`config.mk`:
```
export PLATFORM = sky130hd
export DESIGN_NAME = ivc_result_reg
export DESIGN_NICKNAME = d
export VERILOG_FILES = /design/src/rtl/ivc_pkg.sv /design/src/rtl/ivc_result_reg.sv
export SDC_FILE = /design/constraint.sdc
export NUM_CORES = 1
export LEC_CHECK = 0
export CAP_MARGIN = 15
export CORE_MARGIN = 8
export CORE_UTILIZATION = 41
export DETAILED_ROUTE_END_ITERATION = 7
export GPL_ROUTABILITY_DRIVEN = 0
export GPL_TIMING_DRIVEN = 0
export MAX_ROUTING_LAYER = met4
export PLACE_DENSITY = 0.86
export RECOVER_POWER = 50
export SETUP_SLACK_MARGIN = 0.5
export SLEW_MARGIN = 40
export SYNTH_ARGS = -nofsm -noshare
export SYNTH_HDL_FRONTEND = slang
export SYNTH_SLANG_ARGS = --single-unit
export TNS_END_PERCENT = 5
```
`constraint.sdc`:
```
create_clock -name clk -period 2.8 [get_ports clk]
set_clock_uncertainty 0.05 [all_clocks]
set_input_delay 0.56 -clock clk [delete_from_list [all_inputs] [get_ports clk]]
set_output_delay 0.56 -clock clk [all_outputs]
set_load 0.01 [all_outputs]
```
`src/rtl/ivc_pkg.sv`:
```
package ivc_pkg;

    localparam int TAG_W   = 16;
    localparam int ADDR_W  = 64;
    localparam int RSVD_W  = 48;
    localparam int DESC_W  = ADDR_W + RSVD_W + TAG_W;

    typedef enum logic [2:0] {
        OC_NONE = 3'd0,
        OC_UD   = 3'd1,
        OC_EXIT = 3'd2,
        OC_GP   = 3'd3,
        OC_FAIL = 3'd4,
        OC_OK   = 3'd5
    } outcome_e;

    typedef struct packed {
        logic [ADDR_W-1:0] addr;
        logic [RSVD_W-1:0] rsvd;
        logic [TAG_W-1:0]  tag;
    } desc_t;

    // True when every address bit from va_bits-1 upward equals the sign bit.
    function automatic logic addr_canonical(logic [ADDR_W-1:0] a, int unsigned va_bits);
        logic same;
        same = 1'b1;
        for (int i = 0; i < ADDR_W - 1; i++) begin
            if (i >= int'(va_bits) - 1 && a[i] != a[ADDR_W-1])
                same = 1'b0;
        end
        return same;
    endfunction

endpackage

```
`src/rtl/ivc_result_reg.sv`:
```
module ivc_result_reg
    import ivc_pkg::*;
#(
    parameter int KIND_W = 2
)(
    input  logic              clk,
    input  logic              rst,
    input  logic              req_valid,
    input  outcome_e          fault,
    input  logic              pass,
    input  logic              ok,
    input  logic [KIND_W-1:0] kind,
    input  desc_t             desc,
    output outcome_e          outcome,
    output logic              cf,
    output logic              zf,
    output logic              cmd_valid,
    output logic [KIND_W-1:0] cmd_kind,
    output logic [TAG_W-1:0]  cmd_tag,
    output logic [ADDR_W-1:0] cmd_addr
);
    always_ff @(posedge clk) begin
        if (rst) begin
            outcome   <= OC_NONE;
            cf        <= 1'b0;
            zf        <= 1'b0;
            cmd_valid <= 1'b0;
            cmd_kind  <= '0;
            cmd_tag   <= '0;
            cmd_addr  <= '0;
        end else begin
            cmd_valid <= 1'b0;
            if (req_valid) begin
                if (!pass) begin
                    outcome <= fault;
                end else if (ok) begin
                    outcome   <= OC_OK;
                    cf        <= 1'b0;
                    zf        <= 1'b0;
                    cmd_valid <= 1'b1;
                    cmd_kind  <= kind;
                    cmd_tag   <= desc.tag;
                    cmd_addr  <= desc.addr;
                end else begin
                    outcome <= OC_FAIL;
                    cf      <= 1'b1;
                    zf      <= 1'b1;
                end
            end
        end
    end

    a_r10_strobe_on_ok: assert property (@(posedge clk) disable iff (rst)
        cmd_valid |-> (outcome == OC_OK && !cf && !zf));
    a_r9_flags_agree: assert property (@(posedge clk) disable iff (rst)
        cf == zf);
    a_r9_fail_sets: assert property (@(posedge clk) disable iff (rst)
        (req_valid && pass && !ok) |=> (cf && outcome == OC_FAIL));
    a_r11_hold: assert property (@(posedge clk) disable iff (rst)
        !req_valid |=> ($stable(outcome) && $stable(cf) && !cmd_valid));
endmodule

```
==> results of run 1 <==
## registers in the layout, summed over array words and instances (netlist names)
register   flops
cmd_tag       16
cmd_valid      1
outcome        3
cmd_kind       2
zf             1
cmd_addr      64
## final timing paths
path | startpoint | endpoint | slack (ns) | cells after the start
worst max-delay path | req_valid | cmd_addr[8] | 0.56 | 5
worst min-delay path | outcome[1] | outcome[1] | 0.43 | 2
worst max register to register | outcome[0] | outcome[0] | 2.07 | 2
worst min register to register | outcome[1] | outcome[1] | 0.43 | 2
## power by group through the flow
stage | Clock, mW | Sequential, mW | Combinational [mW]
5_1_grt | 1.12 | 1.31 | 0.475
2_1_floorplan | 0 | 1.35 | 0.169
4_1_cts | 1.07 | 1.31 | 0.448
3_3_place_gp | 0 | 1.33 | 0.438
3_5_place_dp | 0 | 1.33 | 0.445
6_report | 1.03 | 1.31 | 0.439
## final cells by class
class / count / area (um2) / area share [%]
multi-input cells: 259 / 1920 / 31.7
repair buffers: 176 / 1760 / 29.1
flip-flops and latches: 87 / 1740 / 28.7
plain buffers: 29 / 231 / 3.82
clock buffers: 12 / 165 / 2.72
well taps: 129 / 161 / 2.66
clock inverters: 4 / 76.3 / 1.26
## cell families (layout without fill, tap and decap cells)
group / after synthesis / count (layout) / share of synthesized area, %
AND/OR/NAND/NOR: 172 / 172 / 27.4
AO/OA/AOI/OAI: 4 / 4 / 0.641
buffers and inverters: 29 / 221 / 6.12
multiplexers: 83 / 83 / 21.3
flip-flops: 87 / 87 / 44.6
## stage by stage
stage	power (mW)	utilization [%]
floorplan	1.52	-
global placement	1.77	63.1
detailed placement	1.78	63.1
CTS	2.82	65.7
global route	2.91	65.6
finish	2.77	65.6
## synth_stat cells
library cell	n	share of area, %
sky130_fd_sc_hd__nor2_1	3	0.29
sky130_fd_sc_hd__nand2b_1	165	26
sky130_fd_sc_hd__and3_1	1	0.16
sky130_fd_sc_hd__buf_12	7	3.6
sky130_fd_sc_hd__a21oi_1	2	0.26
sky130_fd_sc_hd__dfxtp_1	87	45
sky130_fd_sc_hd__buf_2	1	0.13
sky130_fd_sc_hd__mux2i_1	83	21
sky130_fd_sc_hd__buf_4	4	0.77
sky130_fd_sc_hd__nor2b_1	1	0.16
sky130_fd_sc_hd__a211oi_1	2	0.38
sky130_fd_sc_hd__nand3b_1	1	0.19
sky130_fd_sc_hd__nor3_1	1	0.13
sky130_fd_sc_hd__clkbuf_1	17	1.6
## tightest hold or removal path: cells and delay by family, from the launching register on
kind / cells / cell delay (ns)
flip-flops: 1 / 0.32
AND/OR/NAND/NOR: 1 / 0.07
AO/OA/AOI/OAI: 1 / 0.05
## routing by layer
layer | GRT usage [%] | up-vias | wire [um]
met5 | - | - | 0
met4 | 5.68 | 0 | 191
met3 | 5.86 | 15 | 813
met2 | 28.8 | 108 | 5230
met1 | 18.9 | 1468 | 4520
li1 | - | 1581 | -
==> impl_metrics.tcl, run 1 <==
set metrics [dict create \
    power.leakage_nw 2.14 \
    synth.lib_cells_used.distinct 14 \
    startpoint_type "primary input" \
    core_region_area_um2 9240 \
    post_cts_hold_buffer_count 0 \
    cts_htree_levels 3 \
    critical_path_class "in -> reg" \
    clk_pin_slew_ns 0.09 \
    number_of_remaining_drc_errors 0 \
    mostFrequentLayoutCells "sky130_fd_sc_hd__clkdlybuf4s50_1, sky130_fd_sc_hd__nand2b_1, sky130_fd_sc_hd__dfxtp_1" \
    worstHoldPathType "reg -> reg" \
    clock_insertion_delay_worst_skew_ns 0.33 \
    cts_made_buffers 9 \
    placedCellCount 680 \
    gr-usage-all-layers_pct 17.2 \
    dr_total_vias 3172 \
    post_synth_instance_area_um2 3900 \
    antenna_found_initial 0 \
    cts_num_sinks 87 \
    dieArea_um2 12900 \
    via_per_inst 4.56 \
    clock.fmax_ghz 0.446 \
    numPortBuffers 176 \
    critical_path_buf_inv_count 3 \
    drtPass1Iterations 6 \
    design_area_um2 6060 \
    post-place-ws_ns 0.626 \
    total_switching_power_mw 0.628 \
    detail_route.wl_per_cell_um 15.5 \
    tightestPinTransition_ns 0.687 \
    cellPowerDensity_nw_per_um2 458 \
    layout_commonest_cell "sky130_fd_sc_hd__clkdlybuf4s50_1" \
    critical-path-top-cell-by-count "sky130_fd_sc_hd__clkbuf_1" \
    result_of_the_run "finished, final reports clean" \
    cts_resized 0 \
    floorplan.initialDensity_pct 42.3 \
    nFillCells 771 \
    max_fo_critical_path 10 \
    slew-limit-headroom_pct 54.2 \
    placementRows 35 \
    cp_data_arrival_time_ns 2.45 \
    final_period_minus_worst_setup_slack_ns 2.24 \
    die_h_um 114 \
    finalSetupTns_ns 0 \
    postSynthRegisterBits 87 \
    slew_violations 0 \
    worst_path_largest_cell_delay_ns 0.67 \
    final.setup.worst_slack_ns 0.560 \
    maxCapViolCount 0 \
    tritoncts_clock_tree "done" \
    globalRoute.totalOverflow 0 \
    rsz_0062_raised_after_global_routing "no" \
    cts_buffer_depth 2 \
    root_buffer "sky130_fd_sc_hd__clkbuf_8" \
    postCtsSetupRepairBufs 0 \
    final_layout_size_suffix_gt1_share_pct 4.59 \
    crit_path_end_kind "flop" \
    vdd.ir_drop.worst_mv 0.347 \
    cp_slowest_cell "sky130_fd_sc_hd__dlygate4sd3_1" \
    layout_stage_area_growth_over_the_synthesis_result_pct 55.2 \
    cp_top_family "buffers and inverters" \
    synthesis.nets 513 \
    final_nets 700 \
    synth-warning-count 0 \
    per_instance_average_area_after_synthesis_um2 10.4 \
    p_int_mw 2.15 \
    crit_chain "dlygate4sd3_1, and3_1, clkbuf_1, clkbuf_1, mux2i_1" \
    cp.required_ns 3.01 \
    syn_inst 375 \
    whs_ns 0.427 \
    power.switching_fraction_pct 22.6 \
    dpl.hpwl_um 8410 \
    die-width_um 114 \
    synth_seq_area_share_pct 44.6 \
    grt_max_degree 15 \
    postRouteAntennaNets 0 \
    drt_iter0_markers 93 \
    share_comb_of_total_power_pct 15.8 \
    report.final.hold_viol_count 0 \
    sequentialPowerShare_pct 47.1 \
    p_clk_share_pct 37.1 \
    finish.cell_count_without_fillers 696 \
    finalWirelength_um 10800 \
    grt_pass1_wl_um 17500 \
    floorplan.io_pins 226 \
    grt_pass1_vias 3466 \
    setup-violations-final 0 \
    placed_cell_area_um2 5830 \
    period_share_pct 80.0 \
    antenna_cells 0 \
]
No activity file was read; power rests on OpenSTA's default activity.
==> run 2, diff against run 1 <==
- CORE_UTILIZATION: 41 -> 38
- PLACE_DENSITY: 0.86 -> 0.8
- clock period: 2.8 -> 2.15 ns (I/O delays scaled with it)
==> impl_metrics.tcl, run 2 (synthesis results as in run 1) <==
set metrics [dict create \
    die_h_um 117 \
    cts_made_buffers 9 \
    cp_top_family "buffers and inverters" \
    cp_data_arrival_time_ns 2.07 \
    worstHoldPathType "reg -> reg" \
    placed_cell_area_um2 5840 \
    detail_route.wl_per_cell_um 15.8 \
    startpoint_type "primary input" \
    finish.cell_count_without_fillers 700 \
    postCtsSetupRepairBufs 0 \
    cts_resized 4 \
    globalRoute.totalOverflow 0 \
    grt_max_degree 13 \
    cts_htree_levels 3 \
    finalSetupTns_ns 0 \
    placementRows 37 \
    share_comb_of_total_power_pct 17.0 \
    number_of_remaining_drc_errors 0 \
    p_int_mw 2.55 \
    period_share_pct 86.5 \
    postRouteAntennaNets 0 \
    antenna_found_initial 0 \
    slew_violations 0 \
    clock.fmax_ghz 0.538 \
    clk_pin_slew_ns 0.08 \
    slew-limit-headroom_pct 71.0 \
    final_nets 700 \
    die-width_um 117 \
    sequentialPowerShare_pct 51.1 \
    cellPowerDensity_nw_per_um2 558 \
    rsz_0062_raised_after_global_routing "yes" \
    crit_path_end_kind "flop" \
    layout_commonest_cell "sky130_fd_sc_hd__nand2b_1" \
    numPortBuffers 176 \
    max_fo_critical_path 10 \
    design_area_um2 5960 \
    largest_register_ffs 64 \
    grt_pass1_vias 3473 \
    tritoncts_clock_tree "done" \
    totalPowerFinal_mw 3.33 \
    clock_insertion_delay_worst_skew_ns 0.34 \
    post_cts_hold_buffer_count 0 \
    critical_path_class "in -> reg" \
    root_buffer "sky130_fd_sc_hd__clkbuf_8" \
    maxCapViolCount 0 \
    cp.required_ns 2.37 \
    final.setup.worst_slack_ns 0.291 \
    floorplan.io_pins 226 \
    core_region_area_um2 10100 \
    cts_num_sinks 87 \
    via_per_inst 4.51 \
    floorplan.initialDensity_pct 38.5 \
    top_regs "cmd_addr x64, cmd_tag x16, outcome x3" \
    tightestPinTransition_ns 0.434 \
    layout_stage_area_growth_over_the_synthesis_result_pct 52.7 \
    drtPass1Iterations 6 \
    drt_iter0_markers 148 \
    cts_buffer_depth 2 \
    setup-violations-final 0 \
    dr_total_vias 3154 \
    grt_pass1_wl_um 18200 \
    max_flop_register "cmd_addr" \
    mostFrequentLayoutCells "sky130_fd_sc_hd__nand2b_1, sky130_fd_sc_hd__clkdlybuf4s50_1, sky130_fd_sc_hd__dfxtp_1" \
    power.switching_fraction_pct 23.3 \
    critical-path-top-cell-by-count "sky130_fd_sc_hd__buf_12" \
    worst_path_largest_cell_delay_ns 0.69 \
    cp_slowest_cell "sky130_fd_sc_hd__dlygate4sd3_1" \
    result_of_the_run "finished, final reports clean" \
    finalWirelength_um 11100 \
    final_layout_size_suffix_gt1_share_pct 3.90 \
    critical_path_buf_inv_count 4 \
    placedCellCount 687 \
    post-place-ws_ns 0.120 \
    gr-usage-all-layers_pct 16.5 \
    total_switching_power_mw 0.775 \
    dpl.hpwl_um 8670 \
    power.leakage_nw 2.16 \
    final_period_minus_worst_setup_slack_ns 1.86 \
    crit_chain "dlygate4sd3_1, and3_1, clkbuf_1, buf_12, buf_12, mux2i_1" \
    p_clk_share_pct 31.9 \
    dieArea_um2 13800 \
    vdd.ir_drop.worst_mv 0.291 \
    report.final.hold_viol_count 0 \
    antenna_cells 0 \
]
## run 2: stage by stage
step | hold WS (ns) | utilization [%]
6_report | 0.421 | 58.8
5_1_grt | 0.442 | 58.8
4_1_cts | 0.426 | 59.2
3_5_place_dp | 0.409 | 57.6
3_3_place_gp | 0.406 | 57.6
2_1_floorplan | 0.439 | -
## run 2: power by group through the flow
stage | Combinational, mW | Clock, mW | Sequential [mW]
4_1_cts | 0.584 | 1.10 | 1.70
3_5_place_dp | 0.583 | 0 | 1.74
5_1_grt | 0.610 | 1.17 | 1.71
2_1_floorplan | 0.220 | 0 | 1.76
3_3_place_gp | 0.572 | 0 | 1.74
6_report | 0.565 | 1.06 | 1.70
## run 2: path summary, 6_finish.rpt
path	startpoint	to	slack, ns	cells after the start
worst max-delay path	req_valid	cmd_addr[38]	0.29	6
worst min-delay path	cmd_addr[40]	cmd_addr[40]	0.42	2
worst max register to register	outcome[0]	outcome[0]	1.42	2
worst min register to register	cmd_addr[40]	cmd_addr[40]	0.42	2
## run 2: worst register-to-register path: cells and delay by family (launching register included)
kind	cells	cell delay, ns
DFF	1	0.34
AOI/OAI and AO/OA	1	0.22
and+or+nand+nor	1	0.04
## run 2: per-layer routing
layer	vias up	wire (um)	track usage (%)
li1	1577	-	-
met1	1472	4720	18.7
met2	94	5620	27.9
met3	11	596	4.22
met4	0	143	5.27
met5	-	0	-
## run 2: final cells by class
class / instances / area [um2]
clock inverters: 2 / 35.0
flip-flops and latches: 87 / 1740
plain buffers: 29 / 235
multi-input cells: 259 / 1920
clock buffers: 11 / 131
well taps: 136 / 170
repair buffers: 176 / 1730
fillers: 864 / 4180
==> run 3, diff against run 2 <==
- SLEW_MARGIN: 40 -> 20
==> results of run 3 <==
Final layout, timing and power as in run 2 (identical DEF).
